**src/rtl/vblnmi_pkg.sv**
```systemverilog
package vblnmi_pkg;
   typedef struct packed {
      logic flag_win;
      logic first_cyc;
      logic nmi_win;
      logic frame_start;
   } vbl_win_t;
endpackage

```
**src/rtl/vblnmi_window.sv**
```systemverilog
module vblnmi_window
   import vblnmi_pkg::*;
#(
   parameter int LINE_W    = 9,
   parameter int CYC_W     = 11,
   parameter int LEN_W     = 4,
   parameter int STD_LINE  = 225,
   parameter int OS_LINE   = 240,
   parameter int SAMPLE_OFS = 2,
   parameter int FLAG_CYC  = 2,
   parameter int NMI_BASE  = 6
) (
   input  logic [LINE_W-1:0] line,
   input  logic [CYC_W-1:0]  mcycle,
   input  logic              overscan,
   input  logic [CYC_W-1:0]  rd_pos,
   input  logic [LEN_W-1:0]  last_len,
   output vbl_win_t          win
);
   localparam int SW = CYC_W + 1;
   localparam logic [LINE_W-1:0] STD_L = LINE_W'(STD_LINE);
   localparam logic [LINE_W-1:0] OS_L  = LINE_W'(OS_LINE);

   logic [LINE_W-1:0] start_l;
   logic [SW-1:0]     sample;
   logic [SW-1:0]     nmi_thr;
   logic              on_start, past_start;

   assign start_l    = overscan ? OS_L : STD_L;
   assign on_start   = (line == start_l);
   assign past_start = (line > start_l);
   assign sample     = SW'(rd_pos) + SW'(SAMPLE_OFS);
   assign nmi_thr    = SW'(NMI_BASE) + SW'(last_len);

   always_comb begin
      win.flag_win    = (on_start && (sample >= SW'(FLAG_CYC))) || past_start;
      win.first_cyc   = on_start && (sample == SW'(FLAG_CYC));
      win.nmi_win     = (on_start && (SW'(mcycle) >= nmi_thr)) || past_start;
      win.frame_start = (line == '0);
   end
endmodule

```
**src/rtl/vblnmi_status.sv**
```systemverilog
module vblnmi_status
   import vblnmi_pkg::*;
(
   input  logic     clk,
   input  logic     rst_n,
   input  vbl_win_t win,
   input  logic     rd_stb,
   output logic     rd_data
);
   logic consumed;

   assign rd_data = rd_stb && win.flag_win && !consumed;

   always_ff @(posedge clk or negedge rst_n) begin
      if (!rst_n)
         consumed <= 1'b0;
      else if (win.frame_start)
         consumed <= 1'b0;
      else if (rd_data && !win.first_cyc)
         consumed <= 1'b1;
   end
endmodule

```
**src/rtl/vblnmi_gate.sv**
```systemverilog
module vblnmi_gate
   import vblnmi_pkg::*;
(
   input  logic     clk,
   input  logic     rst_n,
   input  vbl_win_t win,
   input  logic     nmi_en,
   input  logic     boundary,
   input  logic     irq_due,
   output logic     nmi_take,
   output logic     irq_take
);
   logic fired;

   assign nmi_take = boundary && nmi_en && win.nmi_win && !fired;
   assign irq_take = boundary && irq_due && !nmi_take;

   always_ff @(posedge clk or negedge rst_n) begin
      if (!rst_n)
         fired <= 1'b0;
      else if (win.frame_start)
         fired <= 1'b0;
      else if (nmi_take)
         fired <= 1'b1;
   end
endmodule

```
**src/rtl/vblnmi_ctrl.sv**
```systemverilog
module vblnmi_ctrl
   import vblnmi_pkg::*;
#(
   parameter int LINE_W     = 9,
   parameter int CYC_W      = 11,
   parameter int LEN_W      = 4,
   parameter int STD_LINE   = 225,
   parameter int OS_LINE    = 240,
   parameter int SAMPLE_OFS = 2,
   parameter int FLAG_CYC   = 2,
   parameter int NMI_BASE   = 6
) (
   input  logic              clk,
   input  logic              rst_n,
   input  logic [LINE_W-1:0] line,
   input  logic [CYC_W-1:0]  mcycle,
   input  logic              overscan,
   input  logic              nmi_en,
   input  logic              rd_stb,
   input  logic [CYC_W-1:0]  rd_pos,
   output logic              rd_data,
   input  logic              boundary,
   input  logic [LEN_W-1:0]  last_len,
   input  logic              irq_due,
   output logic              nmi_take,
   output logic              irq_take
);
   localparam int MAX_LINE = (1 << LINE_W) - 1;

   generate
      if (STD_LINE < 1 || STD_LINE > MAX_LINE || OS_LINE > MAX_LINE) begin : g_bad_line
         $error("vblnmi_ctrl: start lines must fit in LINE_W and be above 0");
      end
      if (OS_LINE < STD_LINE) begin : g_bad_order
         $error("vblnmi_ctrl: overscan start line must not precede the normal one");
      end
      if (SAMPLE_OFS > FLAG_CYC) begin : g_bad_ofs
         $error("vblnmi_ctrl: sample offset beyond flag cycle hides the first-cycle case");
      end
   endgenerate

   vbl_win_t win;

   vblnmi_window #(
      .LINE_W(LINE_W), .CYC_W(CYC_W), .LEN_W(LEN_W),
      .STD_LINE(STD_LINE), .OS_LINE(OS_LINE),
      .SAMPLE_OFS(SAMPLE_OFS), .FLAG_CYC(FLAG_CYC), .NMI_BASE(NMI_BASE)
   ) u_window (
      .line(line), .mcycle(mcycle), .overscan(overscan),
      .rd_pos(rd_pos), .last_len(last_len), .win(win)
   );

   vblnmi_status u_status (
      .clk(clk), .rst_n(rst_n), .win(win),
      .rd_stb(rd_stb), .rd_data(rd_data)
   );

   vblnmi_gate u_gate (
      .clk(clk), .rst_n(rst_n), .win(win), .nmi_en(nmi_en),
      .boundary(boundary), .irq_due(irq_due),
      .nmi_take(nmi_take), .irq_take(irq_take)
   );
endmodule

```
**config.mk**
```make
export PLATFORM = sky130hd
export DESIGN_NAME = vblnmi_ctrl
export DESIGN_NICKNAME = d
export VERILOG_FILES = /design/src/rtl/vblnmi_pkg.sv /design/src/rtl/vblnmi_window.sv /design/src/rtl/vblnmi_status.sv /design/src/rtl/vblnmi_gate.sv /design/src/rtl/vblnmi_ctrl.sv
export SDC_FILE = /design/constraint.sdc
export NUM_CORES = 1
export LEC_CHECK = 0
export ABC_AREA = 1
export BUFFER_PORTS_ARGS = -buffer_cell sky130_fd_sc_hd__clkbuf_2
export CAP_MARGIN = 20
export CORE_AREA = 2 2 41 43
export CTS_CLUSTER_DIAMETER = 120
export CTS_CLUSTER_SIZE = 12
export DETAILED_ROUTE_END_ITERATION = 8
export DIE_AREA = 0 0 43 45
export GPL_ROUTABILITY_DRIVEN = 0
export PLACE_DENSITY = 0.91
export RECOVER_POWER = 50
export SLEW_MARGIN = 10
export SYNTH_ARGS = -nofsm -noshare
export SYNTH_HDL_FRONTEND = slang
export SYNTH_SLANG_ARGS = --single-unit
```
**constraint.sdc**
```tcl
create_clock -name clk -period 2.69 [get_ports clk]
set_input_delay 0.1345 -clock clk [delete_from_list [all_inputs] [get_ports clk]]
set_output_delay 0.1345 -clock clk [all_outputs]
set_load 0.02 [all_outputs]
```
After elaboration in Yosys (flattened, before gate mapping)

Index checks and enable logic that the tools add are counted.

Register bits: 2
Output and inout port bits: 3
Word-level logic and storage cells: 34

$add $sub $neg: 2
Magnitude comparators: 3
Equal/unequal tests: 2
Muxes and demuxes: 5
Reduce and logical (&&, ||, !) cells: 20

Operator list:

| cell                                                                    | number |
|---|---|
| 11-bit by 2-bit adder with 12-bit output (second input constant)        | 1 |
| 12-bit by 2-bit equality test with 1-bit output (second input constant) | 1 |
| 11-bit by 12-bit >= comparator with 1-bit output                        | 1 |
| 12-bit by 2-bit >= comparator with 1-bit output (second input constant) | 1 |
| 1-bit logical AND                                                       | 11 |
| 9-bit equality test                                                     | 1 |
| 9-bit > comparator                                                      | 1 |
| 9-bit logical NOT                                                       | 1 |
| 3-bit by 4-bit adder with 5-bit output (first input constant)           | 1 |
| 5-bit 2-to-1 mux                                                        | 1 |
| 1-bit logical NOT                                                       | 4 |
| 1-bit 2-to-1 mux                                                        | 4 |
| 2-bit nonzero test                                                      | 2 |
| 1-bit logical OR                                                        | 2 |

Longest topological paths before layout

Depth after elaboration: 9
Depth in mapped cells: 13

By module

Synthesis repeated with hierarchy kept, for this count alone.

Cells, all modules: 117
Area, all modules: 624.3 µm²

By module, submodules not included:

| module        | times used | cells each | area an instance (µm²) | seq. area each (µm²) |
|---|---|---|---|---|
| vblnmi_window | 1          | 103        | 513.0                  | 0.0 |
| vblnmi_gate   | 1          | 7          | 57.6                   | 25.0 |
| vblnmi_status | 1          | 7          | 53.8                   | 25.0 |

Least setup slack after synthesis

Ideal clock, no wire load.

Path kind: in2out
From: in last_len[1]
To: out irq_take
Arrival: 1.366 ns
Path slack: 1.190 ns
Stages on the path: 13
Cells stage by stage: inv_1 > ha_1 > xor2_1 > ha_1 > nand2_1 > inv_1 > nand2_1 > nand2_1 > nand2_1 > nand4_1 > nand4_1 > nand2_1 > inv_1

Word-level cells in the longest chain between the ends: 8

RTL lines:

| item                                             | RTL line            | source |
|---|---|---|
| start, declared                                  | vblnmi_ctrl.sv:23   | `input logic [LEN_W-1:0] last_len,` |
| 3-bit by 4-bit adder with 5-bit output           | vblnmi_window.sv:33 | `assign nmi_thr = SW'(NMI_BASE) + SW'(last_len);` |
| 11-bit by 12-bit >= comparator with 1-bit output | vblnmi_window.sv:38 | `win.nmi_win = (on_start && (SW'(mcycle) >= nmi_thr)) \|\| past_start;` |
| 1-bit logical AND                                | vblnmi_window.sv:38 |  |
| 1-bit logical OR                                 | vblnmi_window.sv:38 |  |
| 1-bit logical AND (2 in a row)                   | vblnmi_gate.sv:15   | `assign nmi_take = boundary && nmi_en && win.nmi_win && !fired;` |
| 1-bit logical NOT                                | vblnmi_gate.sv:16   | `assign irq_take = boundary && irq_due && !nmi_take;` |
| 1-bit logical AND                                | vblnmi_gate.sv:16   |  |
| end, declared                                    | vblnmi_ctrl.sv:26   | `output logic irq_take` |

Every way passes these cells.

Final worst setup path

Same ends and word-level chain as after synthesis.

==> reports/metrics.csv <==
stage,metric,value,unit
run_status,status,finished clean,
timing,Final Hold Vio Count,0,
timing,Final TNS setup,0,ps
layout,flip-flop and latch area,50.0,um^2
global_routing,vias in the first global route,760,
clock_network,CTS Hold Bufs,1,
worst_setup_path,crit path kind,in -> out,
global_routing,largest net degree at the start of global routing,6,
pwr,total power,198,uW
timing,fin crit period,1790,ps
route,drt initial violations,5,
layout,Multi-input gate area,452,um^2
route,Antenna Nets Post-Route,0,
layout,share of layout cells above drive strength 1,31.2,%
layout,Final Instance Area,875,um^2
synthesis,instance count of the mapped netlist,109,
floorplan,Initial Util,41.0,%
worst_setup_path,worst path cell trace,clkbuf_2 -> inv_1 -> ha_1 -> xor2_1 -> ha_1 -> a21oi_1 -> nand2_1 -> nand2_1 -> nand4_1 -> nand4_1 -> nand2_1 -> inv_1 -> clkbuf_2,
synthesis,Synth Area in Adders,18.7,%
global_routing,GRT Residual Overflow,0,
global_routing,initial antenna violation count,0,
clock_network,Root Buffer,clkbuf_4,
clock_network,clk buf depth,2,
route,first drt pass iteration count,4,
synthesis,post-synthesis xor/xnor area fraction,1.45,%
timing,unrepaired setup endpoints after global routing,no,
global_routing,all-layer global routing usage,17.3,%
layout,Layout fillers,154,
clock_network,CTS resizes,0,
worst_setup_path,crit-path max cell delay,290,ps
timing,fin crit share,66.7,%
worst_setup_path,CP max-delay cell,ha_1,
route,residual DRC count,0,
layout,area grow syn2layout,45.0,%
worst_setup_path,Critical Path End Type,output port,
route,Avg Vias per Cell,4.73,
worst_setup_path,CP required,2560,ps
floorplan,row cnt,14,
clock_network,clock transition at the registers of the reported paths,30,ps
worst_setup_path,CP Buf/Inv Count,4,
clock_network,clk_lat worst skew,220,ps
clock_network,CTS tree,built,
synthesis,mux cell area share after synthesis,0,%
worst_hold_path,HP Class,in -> async,
worst_setup_path,most used cell along the critical path,nand2_1,
synthesis,compound-cell area share of the yosys netlist,5.39,%
synthesis,main combinational cell family by area after synthesis,simple AND/OR/NAND/NOR gates,
pwr,pwr dens,226,nW/um^2
route,WL/cell,8.98,um
pwr,Peak VDD IR,0.146,mV
floorplan,core area,1470,um^2
synthesis,Post-Synth Simple-Gate Area,49.4,%
timing,max-slew violations,0,
worst_setup_path,startpoint types,input pin,
placement,input/output buffers,44,
worst_setup_path,crit-path max FO,3,
placement,DP Area,843,um^2
floorplan,Die X,43,um
synthesis,Netlist cell types,19,
floorplan,io pins,45,
synthesis,YS warnings,0,
timing,fmax,557,MHz
route,Vias,819,
synthesis,Yosys reg bits,2,
floorplan,Die Ht,45,um
synthesis,post-synth net total,160,
layout,Antenna Cells,0,
clock_network,htree depth,1,
clock_network,Post-CTS Setup Bufs,0,
worst_setup_path,crit-path leading delay family,adder cells,
placement,post-DP HPWL,1420,um
timing,Slew @ Worst Pin,259,ps
route,Post-Route WL,1550,um
clock_network,CTS Buf Count,3,
synthesis,mapped cell area,603,um^2
floorplan,die area,1940,um^2
worst_setup_path,flop2flop setup slack,1900,ps
timing,Slew headroom,82.6,%
timing,Max Clock Skew,0,ps
timing,Final setup viols,0,
layout,Total Nets Final,210,
run,Max-Cap Viols,0,
synthesis,register area share after synthesis,8.30,%
pwr,Leak Pwr,0.566,nW
global_routing,first-pass GRT wire length,2690,um
synthesis,"Avg Cell Area, Syn",5.53,um^2
worst_setup_path,CP arrival,1660,ps
clock_network,Sink Count,2,
==> kinds of logic (layout without fill, tap and decap cells) <==
logic type	count (synthesis)	after routing
compound gates	6	6
flops	2	2
simple gates	64	64
xor+xnor	1	1
fa+ha+maj	9	9
buf+inv	27	75
==> metrics by stage <==
step / worst slack, ps / hold slack [ps] / util, % / std cells
finish: 896 / 230 / 59.4 / 173
global route: 779 / 247 / 59.4 / 173
CTS: 899 / 224 / 59.5 / 173
detailed placement: 904 / -76.3 / 57.3 / 169
global placement: 970 / -78.8 / 57.3 / 169
floorplan: 1190 / -161 / - / 109
==> cell type report <==
class                      count  area share (%)
tap                           16            2.29
inverter                      27            11.6
sequential                     2            5.72
timing repair buffer          45            26.2
clock buffer                   3            2.58
multi-input combinational     80            51.6
==> flip-flops by register name, summed over array words and instances (netlist names) <==
register / cells
u_status.consumed: 1
u_gate.fired: 1
==> Yosys cell counts <==
cell      number  area share [%]
xor2_1         1             1.5
o21ai_0        2             1.7
nand3_1        4             3.3
nor3_1         2             1.7
inv_1         27              17
nand4_1        6             6.2
nand2_1       25              16
dfrtp_1        2             8.3
o21bai_1       1             1.2
nand2_2        1             1.0
nor3_4         1             2.7
a21oi_1        3             2.5
nor3_2         1             1.7
ha_1           9              19
and3_1         1             1.0
nor2_1        19              12
or2_0          2             2.1
nand3b_1       1             1.2
nor4_1         1             1.0
==> layout by cell type, fill, tap and decap left out, drive strengths merged <==
cell	netlist	final
nor2	19	19
inv	27	27
nor4	1	1
dfrtp	2	2
nand4	6	6
o21bai	1	1
or2	2	2
nand2	26	26
clkbuf	0	47
nor3	4	4
dlygate4sd3	0	1
and3	1	1
nand3	4	4
xor2	1	1
ha	9	9
a21oi	3	3
o21ai	2	2
nand3b	1	1
==> report_power, final <==
part | switching (mW) | total [mW] | leakage [nW] | internal (mW)
Combinational | 0.0515 | 0.0995 | 0.533 | 0.0480
Sequential | 0.00111 | 0.0341 | 0.0184 | 0.0329
Clock | 0.0154 | 0.0645 | 0.0138 | 0.0491
==> per-layer routing <==
layer	track usage, %	routed length, um	share of wire [%]
met2	37.3	866	56
met1	18.4	601	39
met3	1.60	85	5.5
met5	0	0	0
met4	1.82	0	0
==> final timing paths <==
path	startpoint	end	cells past startpoint
min reg2reg	u_status.consumed	u_status.consumed	2
max reg2reg	u_status.consumed	u_status.consumed	3
max in group asynchronous	rst_n	u_gate.fired	2
min	rst_n	u_status.consumed	2
min in group clk	rd_stb	u_status.consumed	5
max	last_len[1]	irq_take	13
Note: power is estimated with default switching activity, not from simulation.
